===== src/rtl/wdog_pkg.sv =====
`timescale 1ns/1ps
package wdog_pkg;
  // register offsets decoded by software
  localparam int OFF_CFG    = 'h00;
  localparam int OFF_COUNT  = 'h08;
  localparam int OFF_SCALED = 'h10;
  localparam int OFF_FEED   = 'h18;
  localparam int OFF_KEY    = 'h1C;
  localparam int OFF_CMP    = 'h20;

  // configuration word bit positions
  localparam int CFG_RSTEN  = 8;
  localparam int CFG_ZERO   = 9;
  localparam int CFG_ALWAYS = 12;
  localparam int CFG_AWAKE  = 13;
  localparam int CFG_PEND   = 28;

  localparam logic [31:0] UNLOCK_WORD = 32'h0051_F15E;
  localparam logic [31:0] FEED_WORD   = 32'h0D09_F00D;

  // control -> datapath strobes
  typedef struct packed {
    logic cntLoad;
    logic feedClear;
    logic cmpLoad;
    logic countEn;
    logic zeroOnMatch;
  } wdogStrobe_t;
endpackage


===== src/rtl/wdog_datapath.sv =====
`timescale 1ns/1ps
module wdog_datapath
  import wdog_pkg::*;
#(
  parameter int CNT_W   = 31,
  parameter int CMP_W   = 16,
  parameter int SCALE_W = 4
) (
  input  logic               clk,
  input  logic               rstN,
  input  wdogStrobe_t        strobe,
  input  logic [SCALE_W-1:0] scale,
  input  logic [CNT_W-1:0]   loadCount,
  input  logic [CMP_W-1:0]   loadCmp,
  output logic [CNT_W-1:0]   count,
  output logic [CMP_W-1:0]   scaled,
  output logic [CMP_W-1:0]   cmpValue,
  output logic               matchHit,
  output logic               matchRise
);
  logic [CNT_W-1:0] countQ;
  logic [CMP_W-1:0] cmpQ;
  logic             matchPrevQ;

  always_comb begin
    scaled    = CMP_W'(countQ >> scale);
    matchHit  = strobe.countEn && (scaled >= cmpQ);
    matchRise = matchHit && !matchPrevQ;
  end

  always_ff @(posedge clk or negedge rstN) begin
    if (!rstN) begin
      countQ     <= '0;
      cmpQ       <= '0;
      matchPrevQ <= 1'b0;
    end else begin
      if (strobe.cntLoad)                        countQ <= loadCount;
      else if (strobe.feedClear)                 countQ <= '0;
      else if (matchHit && strobe.zeroOnMatch)   countQ <= '0;
      else if (strobe.countEn)                   countQ <= countQ + 1'b1;
      if (strobe.cmpLoad) cmpQ <= loadCmp;
      matchPrevQ <= matchHit;
    end
  end

  assign count    = countQ;
  assign cmpValue = cmpQ;

  // with counting off and no load, the counter holds
  p_freeze_r9: assert property (@(posedge clk) disable iff (!rstN)
    (!strobe.countEn && !strobe.cntLoad && !strobe.feedClear) |=> $stable(countQ));

  // a match in clear-on-match mode returns the count to zero
  p_zero_on_match_r11: assert property (@(posedge clk) disable iff (!rstN)
    (matchHit && strobe.zeroOnMatch && !strobe.cntLoad) |=> (countQ == '0));

  // a valid feed clears the counter
  p_feed_clear_r6: assert property (@(posedge clk) disable iff (!rstN)
    (strobe.feedClear && !strobe.cntLoad) |=> (countQ == '0));
endmodule


===== src/rtl/wdog_ctrl.sv =====
`timescale 1ns/1ps
module wdog_ctrl
  import wdog_pkg::*;
#(
  parameter int ADDR_W  = 6,
  parameter int DATA_W  = 32,
  parameter int CNT_W   = 31,
  parameter int CMP_W   = 16,
  parameter int SCALE_W = 4
) (
  input  logic               clk,
  input  logic               rstN,
  input  logic               wrEn,
  input  logic [ADDR_W-1:0]  addr,
  input  logic [DATA_W-1:0]  wrData,
  input  logic               coreAwake,
  input  logic               matchHit,
  input  logic               matchRise,
  input  logic [CNT_W-1:0]   dpCount,
  input  logic [CMP_W-1:0]   dpScaled,
  input  logic [CMP_W-1:0]   dpCmp,
  output wdogStrobe_t        strobe,
  output logic [SCALE_W-1:0] scale,
  output logic [DATA_W-1:0]  rdData,
  output logic               irqPending,
  output logic               resetReq
);
  logic               unlockQ;
  logic [SCALE_W-1:0] scaleQ;
  logic               rstEnQ, zeroQ, alwaysQ, awakeQ, pendQ, resetReqQ;
  logic               selCfg, selCount, selScaled, selFeed, selKey, selCmp;
  logic               wrOk, cfgWrite;
  logic [DATA_W-1:0]  cfgWord;

  always_comb begin
    selCfg    = (addr == ADDR_W'(OFF_CFG));
    selCount  = (addr == ADDR_W'(OFF_COUNT));
    selScaled = (addr == ADDR_W'(OFF_SCALED));
    selFeed   = (addr == ADDR_W'(OFF_FEED));
    selKey    = (addr == ADDR_W'(OFF_KEY));
    selCmp    = (addr == ADDR_W'(OFF_CMP));
    wrOk      = wrEn && unlockQ;
    cfgWrite  = wrOk && selCfg;

    strobe.cntLoad     = wrOk && selCount;
    strobe.feedClear   = wrOk && selFeed && (wrData == DATA_W'(FEED_WORD));
    strobe.cmpLoad     = wrOk && selCmp;
    strobe.countEn     = alwaysQ || (awakeQ && coreAwake);
    strobe.zeroOnMatch = zeroQ;
  end

  always_ff @(posedge clk or negedge rstN) begin
    if (!rstN) begin
      unlockQ   <= 1'b0;
      scaleQ    <= '0;
      rstEnQ    <= 1'b0;
      zeroQ     <= 1'b0;
      alwaysQ   <= 1'b0;
      awakeQ    <= 1'b0;
      pendQ     <= 1'b0;
      resetReqQ <= 1'b0;
    end else begin
      if (wrEn) unlockQ <= selKey && (wrData == DATA_W'(UNLOCK_WORD));
      if (cfgWrite) begin
        scaleQ  <= wrData[SCALE_W-1:0];
        rstEnQ  <= wrData[CFG_RSTEN];
        zeroQ   <= wrData[CFG_ZERO];
        alwaysQ <= wrData[CFG_ALWAYS];
        awakeQ  <= wrData[CFG_AWAKE];
      end
      pendQ     <= (cfgWrite ? wrData[CFG_PEND] : pendQ) | matchHit;
      resetReqQ <= rstEnQ && matchRise;
    end
  end

  always_comb begin
    cfgWord                = '0;
    cfgWord[SCALE_W-1:0]   = scaleQ;
    cfgWord[CFG_RSTEN]     = rstEnQ;
    cfgWord[CFG_ZERO]      = zeroQ;
    cfgWord[CFG_ALWAYS]    = alwaysQ;
    cfgWord[CFG_AWAKE]     = awakeQ;
    cfgWord[CFG_PEND]      = pendQ;
    rdData = '0;
    if (selCfg)    rdData = cfgWord;
    if (selCount)  rdData = DATA_W'(dpCount);
    if (selScaled) rdData = DATA_W'(dpScaled);
    if (selKey)    rdData = DATA_W'(unlockQ);
    if (selCmp)    rdData = DATA_W'(dpCmp);
  end

  assign scale      = scaleQ;
  assign irqPending = pendQ;
  assign resetReq   = resetReqQ;

  // a non-key write spends the unlock
  p_single_use_r5: assert property (@(posedge clk) disable iff (!rstN)
    (wrEn && !selKey) |=> !unlockQ);

  // locked configuration writes change no field (flag may still set by a match)
  p_locked_cfg_r4: assert property (@(posedge clk) disable iff (!rstN)
    (wrEn && !unlockQ && selCfg && !matchHit) |=> $stable(cfgWord));

  // flag is sticky without a clearing write
  p_pending_sticky_r10: assert property (@(posedge clk) disable iff (!rstN)
    (pendQ && !cfgWrite) |=> pendQ);

  // reset request never lasts two clocks
  p_reset_pulse_r12: assert property (@(posedge clk) disable iff (!rstN)
    resetReqQ |=> !resetReqQ);
endmodule


===== src/rtl/wdog_aon.sv =====
`timescale 1ns/1ps
module wdog_aon
  import wdog_pkg::*;
#(
  parameter int ADDR_W  = 6,
  parameter int DATA_W  = 32,
  parameter int CNT_W   = 31,
  parameter int CMP_W   = 16,
  parameter int SCALE_W = 4
) (
  input  logic              clk,
  input  logic              rstN,
  input  logic              wrEn,
  input  logic [ADDR_W-1:0] addr,
  input  logic [DATA_W-1:0] wrData,
  output logic [DATA_W-1:0] rdData,
  input  logic              coreAwake,
  output logic              irqPending,
  output logic              resetReq
);
  wdogStrobe_t        strobe;
  logic [SCALE_W-1:0] scale;
  logic [CNT_W-1:0]   count;
  logic [CMP_W-1:0]   scaled, cmpValue;
  logic               matchHit, matchRise;

  wdog_ctrl #(.ADDR_W(ADDR_W), .DATA_W(DATA_W), .CNT_W(CNT_W),
              .CMP_W(CMP_W), .SCALE_W(SCALE_W)) u_ctrl (
    .clk(clk), .rstN(rstN), .wrEn(wrEn), .addr(addr), .wrData(wrData),
    .coreAwake(coreAwake), .matchHit(matchHit), .matchRise(matchRise),
    .dpCount(count), .dpScaled(scaled), .dpCmp(cmpValue),
    .strobe(strobe), .scale(scale), .rdData(rdData),
    .irqPending(irqPending), .resetReq(resetReq)
  );

  wdog_datapath #(.CNT_W(CNT_W), .CMP_W(CMP_W), .SCALE_W(SCALE_W)) u_dp (
    .clk(clk), .rstN(rstN), .strobe(strobe), .scale(scale),
    .loadCount(wrData[CNT_W-1:0]), .loadCmp(wrData[CMP_W-1:0]),
    .count(count), .scaled(scaled), .cmpValue(cmpValue),
    .matchHit(matchHit), .matchRise(matchRise)
  );
endmodule


===== config.mk =====
export PLATFORM = sky130hd
export DESIGN_NAME = wdog_aon
export DESIGN_NICKNAME = d
export VERILOG_FILES = /design/src/rtl/wdog_pkg.sv /design/src/rtl/wdog_datapath.sv /design/src/rtl/wdog_ctrl.sv /design/src/rtl/wdog_aon.sv
export SDC_FILE = /design/constraint.sdc
export NUM_CORES = 1
export LEC_CHECK = 0
export ABC_AREA = 0
export BUFFER_PORTS_ARGS = -buffer_cell sky130_fd_sc_hd__buf_2
export CORE_AREA = 2 2 97 99
export DETAILED_ROUTE_END_ITERATION = 6
export DIE_AREA = 0 0 99 101
export PLACE_DENSITY = 0.86
export SLEW_MARGIN = 5
export SYNTH_ARGS = -nofsm -noshare
export SYNTH_HDL_FRONTEND = slang
export SYNTH_SLANG_ARGS = --single-unit
export TNS_END_PERCENT = 20

===== constraint.sdc =====
create_clock -name clk -period 4.65 [get_ports clk]
set_input_delay 0.465 -clock clk [delete_from_list [all_inputs] [get_ports clk]]
set_output_delay 0.465 -clock clk [all_outputs]
set_load 0.01 [all_outputs]

==> flow_summary.yaml <==
grt:
  total_grt_overflow: 0
  grt_util_all_layers_pct: 34.8
  antenna_found_initial: 0
  vias_in_the_first_global_route: 5133
  grt_start_max_net_pins: 60
  grt_first_pass_wirelength_um: 26900
logic_synthesis:
  asyncSetResetFlopFracSynth_pct: 100
  net_count_after_synthesis: 683
  synth_enable_flop_cells: 0
  synth_seq_cells: 59
  synthTopCellsByArea: "dfrtp_1 (29%), nand2_1 (8.1%), mux2_2 (7.0%), a21oi_1 (5.5%), mux4_2 (5.3%)"
  ys.warnings.count: 0
  synth_cells: 624
  synth_flop_cell: "dfrtp_1"
  synthesis.area_um2: 5120
  synth.lib_cells_used.distinct: 63
  synth.avg_cell_area_um2: 8.21
  synth_top_cell_by_area: "dfrtp_1"
  synth.top_cell.area_share_pct: 28.8
  yosysSeqAreaShare_pct: 28.8
detailed_routing:
  drt_iter0_drc: 696
  antenna_violating_nets_post_route: 0
  num_vias: 5421
  total_drc_errors_in_the_routed_layout: 8
  routed_wire_per_std_cell_um: 21.7
  detail_route.first_pass.iterations: 7
  routed_via_density: 6.79
  drt-total-wl_um: 17300
floorplan:
  rows: 35
  fp.coreArea_um2: 8980
  starting_density_of_the_core_pct: 57.1
  floorplan.io_pins: 76
  fp.dieW_um: 99
  die_h_um: 101
  die-area_um2: 10000
status:
  violated_checks: "DRC"
  run_status: "finished, violations left"
worst_setup_path:
  ff2ff_path_depth: 13
  slowest_delay_ns: 0.57
  r2r-end: "u_dp.count[9]"
  critPathArrivalTime_ns: 4.56
  cp_common_cell: "o21ai_0"
  crit_path_top_delay_cell: "a2111o_1"
  critical-path-top-delay-family: "compound AO/OA/AOI/OAI gates"
  cp_max_fo: 14
  critPathKind: "reg2reg"
  worst_path_required_ns: 4.90
  critPathCaptureType: "flip-flop"
  cp-start-kind: "flip-flop"
  critical_path.n_buffers_inverters: 2
  worstReg2RegStart: "u_ctrl.scale[0]"
  r2r_slack_ns: 0.34
  list_of_cells_traversed_by_the_critical_path: "clkinv_1, mux2i_1, nand2_1, o21ai_0, a21oi_1, ha_1, nand2b_1, a2111oi_0, o21ai_0, a2111o_1, a31oi_4, inv_1, o21ai_0"
sta:
  timing.final.setup_violations: 0
  worst_slew_pin_slew_ns: 1.01
  final_tns_setup_ns: 0
  post-route-period-util_pct: 92.6
  worst_clk_skew_ns: 0.0117
  drv_slew: 0
  final_hold_viol_count: 0
  clock.fmax_mhz: 232
  grt_setup_unrepaired: "no"
  timing.max_slew.rel_slack_pct: 32.2
  period_minus_slack_ns: 4.31
clock_tree:
  htree_levels: 3
  ctsLongestPathBuffers: 2
  cts_root_buf: "clkbuf_8"
  cts-buffers-inserted: 9
  cts.reportedPaths.clkPinSlew_ns: 0.08
  postCtsHoldBufs: 0
  cts_tree: "done"
  clock_sink_count: 59
  insertion_delay_ns: 0.36
placement:
  place.port_buffers: 74
  globalplace.congestion: 1.03
  hpwlAfterDp_um: 12600
min_path:
  hp-class: "in2async"
final_layout:
  share_of_post_route_cells_with_drive_strength_above_1_pct: 23.6
  final_core_utilization_pct: 64.6
  nFillCells: 742
  final_net_count: 741
  syn2layout_area_growth_pct: 13.2
  insertedDiodeCount: 0
pwr:
  power-per-cell-area_nw_per_um2: 217
  leakage_nw: 2.71
  ir_worst_vdd_v: 0.000208
  finalPower_mw: 1.26
run:
  timing.max_cap.violations: 0
-- cells in the final DEF (no fill, tap or decap), types with 4 or more instances in the layout --
cell,n
a211oi_1,4
a21o_1,8
a21oi_1,56
a221o_1,4
a222oi_1,4
a22o_1,8
a22oi_1,8
a31oi_1,6
and2_1,21
and3_1,12
buf_2,74
buf_4,15
clkbuf_8,10
dfrtp_1,58
ha_1,17
inv_1,23
mux2_2,32
mux2i_1,23
mux4_2,12
nand2_1,110
nand2b_1,4
nand3_1,23
nand4_1,9
nor2_1,35
nor3_1,6
nor4_1,5
o21a_1,4
o21ai_0,28
o21ai_1,8
or3_1,4
-- final cells by class --
class	count	area, µm²	share of cell area, %
Sequential cell	59	1480	25.5
Timing Repair Buffer	89	483	8.32
Multi-Input combinational cell	498	3380	58.3
Clock buffer	10	138	2.37
Inverter	25	93.8	1.62
Tap cell	111	139	2.39
Clock inverter	6	88.8	1.53
-- cell usage after synthesis (all sizes together), types with 2 or more instances --
cell type and instances:
ha 17, a22oi 9, or4 3, dfrtp 59
a22o 8, o21a 4, clkbuf 34, mux2 32
nor2 35, inv 23, nand4 9, a32o 2
nor4 6, a21oi 56, a221o 4, mux4 12
a2bb2oi 3, a31oi 7, a222oi 4, clkinv 2
nor3 9, xnor2 3, xor2 2, or2 3
nand4b 2, buf 9, o221ai 2, or3 4
a211oi 4, and2 21, o41ai 3, and4b 2
nand2 111, a21o 8, o21ai 36, nand3 23
mux2i 23, nand2b 4, and3 12
-- worst register-to-register path: stages, from the launching register on --
cell and delay, ns:
dfrtp_1 0.56, clkinv_1 0.50, mux2i_1 0.36, nand2_1 0.08, o21ai_0 0.13, a21oi_1 0.15, ha_1 0.29, nand2b_1 0.14
a2111oi_0 0.40, o21ai_0 0.17, a2111o_1 0.57, a31oi_4 0.44, inv_1 0.18, o21ai_0 0.25
-- per-layer routing --
layer / routed length [µm] / share of wire [%] / track usage [%] / vias up
li1: - / - / - / 2392
met1: 6270 / 36 / 44.8 / 2534
met2: 8000 / 46 / 55.4 / 409
met3: 2090 / 12 / 8.18 / 86
met4: 914 / 5.3 / 16.9 / 0
met5: 0 / 0 / 0 / -
-- sequential cells by signal, summed over array words and instances (netlist names) --
name / cells
u_ctrl.rstEnQ: 1
u_dp.count: 31
u_ctrl.alwaysQ: 1
u_ctrl.awakeQ: 1
u_ctrl.zeroQ: 1
u_ctrl.resetReq: 1
u_ctrl.irqPending: 1
u_ctrl.unlockQ: 1
u_dp.matchPrevQ: 1
u_ctrl.scale: 4
u_dp.cmpValue: 16
-- through the flow --
| step | instances | area (µm²) | hold WS, ns | setup WS [ns] |
|---|---|---|---|---|
| final | 798 | 5800 | 0.265 | 0.344 |
| after global routing | 798 | 5800 | 0.332 | 0.0404 |
| after CTS | 797 | 5780 | 0.298 | 0.0896 |
| after detailed placement | 781 | 5550 | 0.412 | 0.140 |
| after global placement | 781 | 5550 | 0.386 | 0.394 |
| after floorplan | 624 | 5120 | 0.169 | 0.720 |
-- worst max-delay path by stage --
stage | cells after the start | end | from | slack (ns)
5_1_grt | 13 | u_dp.count[9] | u_ctrl.scale[0] | 0.04
6_report | 13 | u_dp.count[9] | u_ctrl.scale[0] | 0.34
3_5_place_dp | 14 | u_dp.count[9] | u_ctrl.scale[1] | 0.14
3_3_place_gp | 14 | u_dp.count[9] | u_ctrl.scale[1] | 0.39
4_1_cts | 14 | u_dp.count[9] | u_ctrl.scale[1] | 0.09
2_1_floorplan | 17 | u_dp.count[11] | u_ctrl.scale[1] | 0.72
-- timing repair --
action	CTS	global route
buffers inserted	0	0
endpoints found under the setup margin	0	29
resized for setup	0	2
-- power breakdown --
group          switching, mW  leakage, nW  total [mW]  internal, mW
logic                 0.0987         1.79       0.164        0.0654
clock network          0.222        0.108       0.538         0.316
registers             0.0314        0.805       0.559         0.528
total                  0.352         2.71        1.26         0.909
-- cells by family (layout without fill, tap and decap cells) --
logic type | Yosys count | in the layout | share of synthesized area [%]
adders and majority gates | 17 | 17 | 4.15
xor gates and xnor gates | 5 | 5 | 0.855
DFF | 59 | 59 | 28.8
other | 1 | 1 | 0.0732
buffers and inverters | 68 | 130 | 5.59
and+or+nand+nor | 249 | 249 | 23.8
AOI/OAI and AO/OA | 158 | 159 | 20.0
muxes | 67 | 67 | 16.8
No activity file was read; power rests on OpenSTA's default activity.
